## src/rtl/cfg_i2c_pkg.sv

```systemverilog
package cfg_i2c_pkg;
  typedef enum logic [2:0] {
    ST_IDLE,
    ST_RX,
    ST_RX_ACK,
    ST_TX,
    ST_TX_ACK,
    ST_WAIT
  } i2c_st_e;
endpackage

```

## src/rtl/i2c_line_sync.sv

```systemverilog
module i2c_line_sync #(
  parameter int unsigned STAGES = 2
) (
  input  logic clk_i,
  input  logic rst_ni,
  input  logic line_i,
  output logic lvl_o,
  output logic rise_o,
  output logic fall_o
);
  logic [STAGES-1:0] chain;
  logic              prev;

  always_ff @(posedge clk_i or negedge rst_ni) begin
    if (!rst_ni) begin
      chain <= '1;
      prev  <= 1'b1;
    end else begin
      chain <= {chain[STAGES-2:0], line_i};
      prev  <= chain[STAGES-1];
    end
  end

  assign lvl_o  = chain[STAGES-1];
  assign rise_o = chain[STAGES-1] & ~prev;
  assign fall_o = ~chain[STAGES-1] & prev;
endmodule

```

## src/rtl/cfg_reg_bank.sv

```systemverilog
module cfg_reg_bank #(
  parameter int unsigned          NUM_REGS  = 6,
  parameter int unsigned          IDX_W     = 3,
  parameter logic [NUM_REGS*8-1:0] RESET_VAL = '0
) (
  input  logic                  clk_i,
  input  logic                  rst_ni,
  input  logic                  we_i,
  input  logic [IDX_W-1:0]      widx_i,
  input  logic [7:0]            wdata_i,
  input  logic [IDX_W-1:0]      ridx_i,
  output logic [7:0]            rdata_o,
  output logic [NUM_REGS*8-1:0] regs_o
);
  for (genvar g = 0; g < NUM_REGS; g++) begin : g_reg
    always_ff @(posedge clk_i or negedge rst_ni) begin
      if (!rst_ni) begin
        regs_o[8*g +: 8] <= RESET_VAL[8*g +: 8];
      end else if (we_i && widx_i == IDX_W'(g)) begin
        regs_o[8*g +: 8] <= wdata_i;
      end
    end
  end

  // out-of-range index reads as an idle bus
  always_comb begin
    rdata_o = 8'hFF;
    for (int i = 0; i < NUM_REGS; i++) begin
      if (ridx_i == IDX_W'(i)) rdata_o = regs_o[8*i +: 8];
    end
  end
endmodule

```

## src/rtl/cfg_i2c_target.sv

```systemverilog
module cfg_i2c_target
  import cfg_i2c_pkg::*;
#(
  parameter int unsigned           NUM_REGS  = 6,
  parameter logic [6:0]            DEV_ADDR  = 7'h69,
  parameter int unsigned           SYNC_STG  = 2,
  parameter logic [NUM_REGS*8-1:0] RESET_VAL = 48'hFF_EB_FF_FF_1F_00
) (
  input  logic                  clk_i,
  input  logic                  rst_ni,
  input  logic                  scl_i,
  input  logic                  sda_i,
  output logic                  sda_oe_o,
  output logic [NUM_REGS*8-1:0] regs_o
);
  localparam int unsigned PTR_W    = $clog2(NUM_REGS + 1);
  localparam logic [7:0]  CNT_BYTE = 8'(NUM_REGS);
  localparam logic [PTR_W-1:0] LAST = PTR_W'(NUM_REGS);

  logic scl_s, scl_rise, scl_fall;
  logic sda_s, sda_rise, sda_fall;
  logic start_evt, stop_evt, in_wait;

  i2c_line_sync #(.STAGES(SYNC_STG)) u_scl_sync (
    .clk_i (clk_i), .rst_ni(rst_ni), .line_i(scl_i),
    .lvl_o (scl_s), .rise_o(scl_rise), .fall_o(scl_fall)
  );
  i2c_line_sync #(.STAGES(SYNC_STG)) u_sda_sync (
    .clk_i (clk_i), .rst_ni(rst_ni), .line_i(sda_i),
    .lvl_o (sda_s), .rise_o(sda_rise), .fall_o(sda_fall)
  );

  assign start_evt = sda_fall & scl_s;
  assign stop_evt  = sda_rise & scl_s;

  i2c_st_e          state;
  logic [3:0]       bit_cnt;
  logic [7:0]       shreg;
  logic [1:0]       hdr;   // 0 addr, 1 cmd, 2 count, 3 data
  logic             rd_mode;
  logic [PTR_W-1:0] ptr;
  logic             wr_en;
  logic [PTR_W-1:0] wr_idx;
  logic [7:0]       wr_data;
  logic [7:0]       rd_data;

  assign in_wait = (state == ST_WAIT);

  cfg_reg_bank #(
    .NUM_REGS (NUM_REGS),
    .IDX_W    (PTR_W),
    .RESET_VAL(RESET_VAL)
  ) u_bank (
    .clk_i  (clk_i),
    .rst_ni (rst_ni),
    .we_i   (wr_en),
    .widx_i (wr_idx),
    .wdata_i(wr_data),
    .ridx_i (ptr),
    .rdata_o(rd_data),
    .regs_o (regs_o)
  );

  always_ff @(posedge clk_i or negedge rst_ni) begin
    if (!rst_ni) begin
      state    <= ST_IDLE;
      bit_cnt  <= '0;
      shreg    <= '0;
      hdr      <= '0;
      rd_mode  <= 1'b0;
      ptr      <= '0;
      sda_oe_o <= 1'b0;
      wr_en    <= 1'b0;
      wr_idx   <= '0;
      wr_data  <= '0;
    end else begin
      wr_en <= 1'b0;
      if (start_evt) begin
        state    <= ST_RX;
        bit_cnt  <= '0;
        hdr      <= '0;
        rd_mode  <= 1'b0;
        ptr      <= '0;
        sda_oe_o <= 1'b0;
      end else if (stop_evt) begin
        state    <= ST_IDLE;
        ptr      <= '0;
        sda_oe_o <= 1'b0;
      end else begin
        unique case (state)
          ST_RX: begin
            if (scl_rise) begin
              shreg   <= {shreg[6:0], sda_s};
              bit_cnt <= bit_cnt + 4'd1;
            end else if (scl_fall && bit_cnt == 4'd8) begin
              bit_cnt <= '0;
              if (hdr == 2'd0) begin
                if (shreg[7:1] == DEV_ADDR) begin
                  rd_mode  <= shreg[0];
                  hdr      <= 2'd1;
                  sda_oe_o <= 1'b1;
                  state    <= ST_RX_ACK;
                end else begin
                  state <= ST_WAIT;
                end
              end else begin
                sda_oe_o <= 1'b1;
                state    <= ST_RX_ACK;
                if (hdr != 2'd3) begin
                  hdr <= hdr + 2'd1;
                end else if (ptr < LAST) begin
                  wr_en   <= 1'b1;
                  wr_idx  <= ptr;
                  wr_data <= shreg;
                  ptr     <= ptr + 1'b1;
                end
              end
            end
          end
          ST_RX_ACK: begin
            if (scl_fall) begin
              bit_cnt <= '0;
              if (rd_mode) begin
                shreg    <= CNT_BYTE;
                sda_oe_o <= ~CNT_BYTE[7];
                state    <= ST_TX;
              end else begin
                sda_oe_o <= 1'b0;
                state    <= ST_RX;
              end
            end
          end
          ST_TX: begin
            if (scl_rise) begin
              bit_cnt <= bit_cnt + 4'd1;
            end else if (scl_fall) begin
              if (bit_cnt == 4'd8) begin
                bit_cnt  <= '0;
                sda_oe_o <= 1'b0;
                state    <= ST_TX_ACK;
              end else begin
                shreg    <= {shreg[6:0], 1'b0};
                sda_oe_o <= ~shreg[6];
              end
            end
          end
          ST_TX_ACK: begin
            if (scl_rise && sda_s) begin
              state <= ST_WAIT;
            end else if (scl_fall) begin
              shreg    <= rd_data;
              sda_oe_o <= ~rd_data[7];
              state    <= ST_TX;
              if (ptr < LAST) ptr <= ptr + 1'b1;
            end
          end
          default: ;
        endcase
      end
    end
  end
endmodule

```

## config.mk

```make
export PLATFORM = sky130hd
export DESIGN_NAME = cfg_i2c_target
export DESIGN_NICKNAME = d
export VERILOG_FILES = /design/src/rtl/cfg_i2c_pkg.sv /design/src/rtl/i2c_line_sync.sv /design/src/rtl/cfg_reg_bank.sv /design/src/rtl/cfg_i2c_target.sv
export SDC_FILE = /design/constraint.sdc
export NUM_CORES = 1
export LEC_CHECK = 0
export ABC_AREA = 1
export BUFFER_PORTS_ARGS = -buffer_cell sky130_fd_sc_hd__buf_4
export CAP_MARGIN = 30
export CORE_AREA = 10 10 104 106
export CTS_CLUSTER_SIZE = 24
export DETAILED_ROUTE_END_ITERATION = 16
export DIE_AREA = 0 0 114 116
export GPL_TIMING_DRIVEN = 0
export MAX_ROUTING_LAYER = met4
export PLACE_DENSITY = 0.76
export SYNTH_ARGS = -nofsm -noshare
export SYNTH_HDL_FRONTEND = slang
export SYNTH_SLANG_ARGS = --single-unit
```

## constraint.sdc

```tcl
create_clock -name clk_i -period 4.9 [get_ports clk_i]
set_input_delay 0.98 -clock clk_i [delete_from_list [all_inputs] [get_ports clk_i]]
set_output_delay 0.98 -clock clk_i [all_outputs]
set_load 0.005 [all_outputs]
```

==> results by group, run 1 <==
Routing
  • # DRC: 0
  • Antenna Nets Post-Route: 0
  • Total length of routed wires: 11800 um
  • Vias per Instance: 5.42
  • Routed vias: 4095
  • Drt pass-1 iters: 5
  • Drt wl/cell: 15.6 um
  • First DRT Iteration DRCs: 251

Global route
  • Total grt overflow: 0
  • Antenna violations before repair: 0
  • Largest net degree at the start of global routing: 61
  • Total Routing Usage GR: 19.0%
  • Vias in the first global route: 3924
  • Global-route wire length before repair: 19800 um

STA
  • RSZ-0062 raised after global routing: no
  • Hold slack: 358 ps
  • Final TNS setup: 0 ps
  • Pins Over Slew Limit: 0
  • FMAX: 474 MHz
  • Fin Clk Skew: 14.0 ps
  • Fin crit period: 2110 ps
  • Final worst-path cycle share: 43.0%
  • Setup ws final: 2790 ps
  • Final setup violation count: 0
  • Hold Vio Cnt, Final: 0
  • Worst slew margin: 72.9%
  • Worst Tran Pin Value: 406 ps

Job
  • Number of max-cap violations: 0

Setup path
  • Worst EP required: 5180 ps
  • Worst-path maximum fanout: 10
  • Worst Path Arrival: 2390 ps
  • Critical Path Source Type: register
  • R2R cell count: 14
  • Crit end category: register
  • Crit Path Category: register to register

Final layout
  • Most frequent cells in the layout: 167 x nand2_1, 81 x o21ai_0, 55 x inv_1
  • Final core occ: 62.4%
  • Filler cell count: 766
  • Most common cell after layout, fill and taps aside: nand2_1
  • Final nets: 658
  • Proportion of layout cells with a drive suffix above 1: 24.8%
  • ANT cells: 0
  • Area Growth Syn to Fin: 16.0%

Synthesis
  • Net count after synthesis: 594
  • Synth Cell Area: 4660 um^2
  • Syn Inst Count: 579
  • Yosys Warn Count: 0
  • #FFs+latches synth: 88
  • Post-synth cell types: 35
  • Syn avg cell area: 8.06 um^2
  • Sequential fraction of the synthesis area: 48.3%

Clock tree
  • Post-CTS Setup Inserts: 0
  • Cts hold-fix bufs: 0
  • CTS root buf: clkbuf_8
  • CTS Sinks: 88
  • CTS max path bufs: 2
  • CTS tree: built
  • Worst-skew pair later-pin latency: 360 ps
  • Clock transition at path regs: 80 ps
  • Htree depth: 3
  • Total CTS buffers: 9
  • Post-CTS sizing: 0

Floorplanning
  • Row cnt: 34
  • Starting Density: 53.7%
  • Core ar.: 8680 um^2
  • Die Ht: 116 um
  • IO Count: 53
  • Die area: 13200 um^2
  • Die X: 114 um

Placed design
  • Routability Congestion: 0.912
  • Place WS: 2850 ps
  • IO buf count: 52
  • Post-detail-place hpwl: 9030 um

Power and ir drop
  • Worst VDD drop: 0.294 mV
  • Overall power: 2.45 mW
  • Leakage power: 2.53 nW
  • PwrDens: 453 nW/um^2

Outcome
  • Status: complete, no violations

Worst hold path
  • Hold Path Class: register to register
  • Worst Hold Path Cells: 0
==> cells in the mapped netlist (all sizes together) <==
master,number,area share [%]
a31oi,7,0.94
ha,11,3.0
xor2,1,0.19
dfstp,41,23
nand3,21,3.0
nand2,177,15
nor3b,1,0.16
clkbuf,9,0.72
a21oi,22,2.8
inv,61,5.0
nor4,2,0.27
nand4,5,0.99
or2,4,0.54
nor2,56,5.4
buf,6,1.1
dfrtp,47,25
nor3,13,2.0
nand3b,1,0.16
o21ai,94,11
==> final timing paths <==
| path | startpoint | endpoint | slack [ps] |
|---|---|---|---|
| min reg2reg | u_sda_sync.chain[0]$_DFF_PN1_ | u_sda_sync.chain[1]$_DFF_PN1_ | 360 |
| min | u_sda_sync.chain[0]$_DFF_PN1_ | u_sda_sync.chain[1]$_DFF_PN1_ | 360 |
| max in group asynchronous | rst_ni | u_scl_sync.prev$_DFF_PN1_ | 3700 |
| max | ptr[1]$_DFFE_PN0P_ | sda_oe_o$_DFFE_PN0P_ | 2790 |
| min in group asynchronous | rst_ni | u_bank.regs_o[34]$_DFFE_PN0P_ | 550 |
| max reg2reg | ptr[1]$_DFFE_PN0P_ | sda_oe_o$_DFFE_PN0P_ | 2790 |
==> cells by family (layout without fill, tap and decap cells) <==
family / Yosys count / count (layout) / share of synthesized area, %
buf+inv: 76 / 145 / 6.79
fa+ha+maj: 11 / 11 / 2.95
compound gates: 123 / 123 / 14.4
flops: 88 / 88 / 48.3
simple gates: 280 / 280 / 27.4
xor+xnor: 1 / 1 / 0.188
==> cell type report <==
cell class | count | area (um^2) | share of cell area, %
buffer | 15 | 85.1 | 1.57
tap | 108 | 135 | 2.50
multi-input combinational | 415 | 2090 | 38.7
clock buffer | 13 | 170 | 3.14
clock inverter | 3 | 25.0 | 0.462
inverter | 61 | 231 | 4.28
sequential | 88 | 2250 | 41.6
timing repair buffer | 53 | 418 | 7.72
==> through the flow <==
stage               instances  area [um^2]
finish                    756         5410
detailed placement        740         5220
global route              756         5410
global placement          739         5190
CTS                       756         5410
floorplan                 579         4660
==> critical path, stage by stage, from the launching register on <==
cell and delay (ps):
dfrtp_1 430, ha_1 200, ha_1 250, inv_1 90
clkbuf_1 330, nand2_1 100, inv_1 60, nand2_1 50
nand2_1 80, nand2_1 50, nand2_1 110, nand3_1 80
nand2_1 70, nand2_1 50, nand2_1 90
==> registers in the layout, indices dropped and copies added, names as in the netlist <==
register and count:
u_bank.regs_o 48, shreg 8, wr_data 8, bit_cnt 4
ptr 3, state 3, wr_idx 3, hdr 2
u_scl_sync.chain 2, u_sda_sync.chain 2, rd_mode 1, sda_oe_o 1
u_scl_sync.prev 1, u_sda_sync.prev 1, wr_en 1
==> layer usage <==
| metal | wire, um | share of wire, % | global-route usage [%] |
|---|---|---|---|
| met3 | 928 | 7.9 | 4.13 |
| met2 | 5520 | 47 | 29.3 |
| met4 | 316 | 2.7 | 7.85 |
| met1 | 5020 | 43 | 23.7 |
| met5 | 0 | 0 | - |
==> power by group <==
part / internal, mW / leakage, nW / switching (mW)
clock network: 0.232 / 0.0950 / 0.257
registers: 0.813 / 1.05 / 0.0903
logic: 0.351 / 1.39 / 0.710
Power figures use the tool's default switching activity.
==> run 2: changes to the inputs <==
Settings changed: CORE_AREA 10 10 104 106 to 10 10 105 107, DIE_AREA 0 0 114 116 to 0 0 115 117, PLACE_DENSITY 0.76 to 0.77.
Clock period 4.9 ns to 1.77 ns, I/O delays scaled along.
==> run 2 against run 1 <==
The run now ends with negative setup slack left. Register-to-register slack lost 2900 ps. Via count increased by 3.8%. Count of clock-buffer cells in the layout fell by 1. Sequential power rose to 2.8 times the previous value. Worst setup slack worse by 2900 ps. Core utilization is 3.6 points higher. Hold slack got worse by 270 ps. Routed wire length is 9.6% higher.
==> results by group, run 2 (synthesis results as in run 1) <==
Routing
  • Drt pass-1 iters: 7
  • # DRC: 0
  • Antenna Nets Post-Route: 0
  • Drt wl/cell: 16.4 um
  • Routed vias: 4252
  • First DRT Iteration DRCs: 304
  • Total length of routed wires: 12900 um
  • Vias per Instance: 5.41

Final layout
  • Filler cell count: 734
  • Area Growth Syn to Fin: 27.7%
  • Proportion of layout cells with a drive suffix above 1: 35.6%
  • Most common cell after layout, fill and taps aside: nand2_1
  • Final nets: 685
  • Most frequent cells in the layout: 151 x nand2_1, 75 x buf_4, 68 x o21ai_0
  • ANT cells: 0
  • Top Registers: u_bank.regs_o x48, shreg x8, wr_data x8
  • Number of flip-flops in the largest register: 48
  • Fin area: 5960 um^2
  • Largest reg by FF count: u_bank.regs_o

Global route
  • Largest net degree at the start of global routing: 56
  • Antenna violations before repair: 0
  • Global-route wire length before repair: 20700 um
  • Total grt overflow: 0
  • Vias in the first global route: 4141
  • Total Routing Usage GR: 19.7%

Placed design
  • Placed cell area: 5220 um^2
  • Routability Congestion: 0.932
  • Place WS: -301 ps
  • IO buf count: 52
  • Post-detail-place hpwl: 9000 um

STA
  • FMAX: 538 MHz
  • Worst slew margin: 69.9%
  • Hold Vio Cnt, Final: 0
  • RSZ-0062 raised after global routing: yes
  • Fin crit period: 1860 ps
  • Final TNS setup: -547 ps
  • Final setup violation count: 19
  • Final worst-path cycle share: 105%
  • Setup ws final: -90.3 ps
  • Fin Clk Skew: 11.3 ps
  • Hold slack: 91.5 ps
  • Worst Tran Pin Value: 452 ps
  • Pins Over Slew Limit: 0

Clock tree
  • Clock transition at path regs: 90 ps
  • CTS max path bufs: 2
  • CTS Sinks: 88
  • Worst-skew pair later-pin latency: 370 ps
  • CTS tree: built
  • Htree depth: 3
  • CTS root buf: clkbuf_8
  • Total CTS buffers: 9

Setup path
  • CP Depth: 10
  • Critical Path Max Stage Delay: 570 ps
  • Crit Path Category: register to register
  • Worst-path maximum fanout: 5
  • CP Cell Sequence: inv_2 > ha_4 > nand2_4 > inv_4 > o21ai_4 > nand2_2 > nor2_4 > nand3_4 > a21oi_1 > a21oi_1
  • Worst Path Arrival: 2110 ps
  • Critical Path Source Type: register
  • CP delay by family, top: flip-flops
  • R2R cell count: 10
  • Worst path slowest cell: dfstp_2
  • Worst EP required: 2020 ps
  • Buf+Inv Stages, Crit Path: 2
  • Crit-path most repeated cell: a21oi_1
  • Crit end category: register

Floorplanning
  • Die X: 115 um
  • Die area: 13500 um^2
  • Die Ht: 117 um
  • Core ar.: 9020 um^2
  • Starting Density: 51.7%
  • IO Count: 53
  • Row cnt: 35

Power and ir drop
  • PwrDens: 1300 nW/um^2
  • Worst VDD drop: 0.922 mV
  • Overall power: 7.76 mW
  • Leakage power: 2.72 nW

Worst hold path
  • Hold Path Class: primary input to register
  • Worst Hold Path Cells: 1

Job
  • Number of max-cap violations: 0

Outcome
  • Status: complete, but fails checks
  • Violated checks: negative setup slack
==> run 2: changes by cell type in the layout (fill, tap and decap cells not counted), sizes merged <==
cell and change:
bufinv +1, nand3 +1, dlygate4sd3 +1, buf +24, clkinv -1, clkinvlp +1
==> run 2: layout make-up <==
cell class	count	area, um^2	share of cell area (%)
Multi-Input combinational cell	416	2350	39.5
Sequential cell	88	2250	37.8
Timing Repair Buffer	80	661	11.1
Inverter	61	241	4.05
Clock buffer	12	145	2.44
Tap cell	111	139	2.33
Buffer	14	108	1.81
Clock inverter	4	53.8	0.903
==> run 2: worst reg2reg max path: stages, from the launching register on <==
cell and delay, ps:
dfstp_2 570, inv_2 50, ha_4 170, nand2_4 80
inv_4 40, o21ai_4 150, nand2_2 80, nor2_4 200
nand3_4 140, a21oi_1 160, a21oi_1 100
==> run 2: per-layer routing <==
metal / vias to the layer above / GRT usage (%) / share of wire (%)
met5: - / - / 0
met4: 0 / 9.24 / 3.5
met3: 37 / 3.98 / 6.9
met2: 152 / 30.7 / 48
met1: 2004 / 24.1 / 42
li1: 2059 / - / -
==> run 2: final timing paths <==
| check | start | end | slack [ps] |
|---|---|---|---|
| max | u_scl_sync.prev$_DFF_PN1_ | shreg[0]$_DFFE_PN0P_ | -90 |
| min | sda_i | u_sda_sync.chain[0]$_DFF_PN1_ | 90 |
| max reg2reg | u_scl_sync.prev$_DFF_PN1_ | shreg[0]$_DFFE_PN0P_ | -90 |
| min reg2reg | u_sda_sync.chain[0]$_DFF_PN1_ | u_sda_sync.chain[1]$_DFF_PN1_ | 360 |
| max in group asynchronous | rst_ni | u_bank.regs_o[41]$_DFFE_PN1P_ | 620 |
| min in group asynchronous | rst_ni | u_bank.regs_o[7]$_DFFE_PN0P_ | 470 |
==> run 2: through the flow <==
stage	utilization [%]	instances
3_5_place_dp	57.9	743
4_1_cts	62.6	774
6_report	66.0	786
5_1_grt	66.0	786
3_3_place_gp	57.6	742
2_1_floorplan	-	579
==> run 2: what timing repair did <==
item | in CTS | in global routing
endpoints found under the hold margin | 19 | 0
setup endpoints to repair | 30 | 33
cloned | 1 | 2
hold buffers | 1 | 0
resized for setup | 34 | 67
pin swaps | 9 | 24
buffers inserted | 13 | 11
==> run 2: where the power goes <==
group	total (mW)	switching, mW	internal (mW)
logic	3.77	2.35	1.43
clock network	1.46	0.764	0.696
registers	2.52	0.274	2.25
total	7.76	3.39	4.37
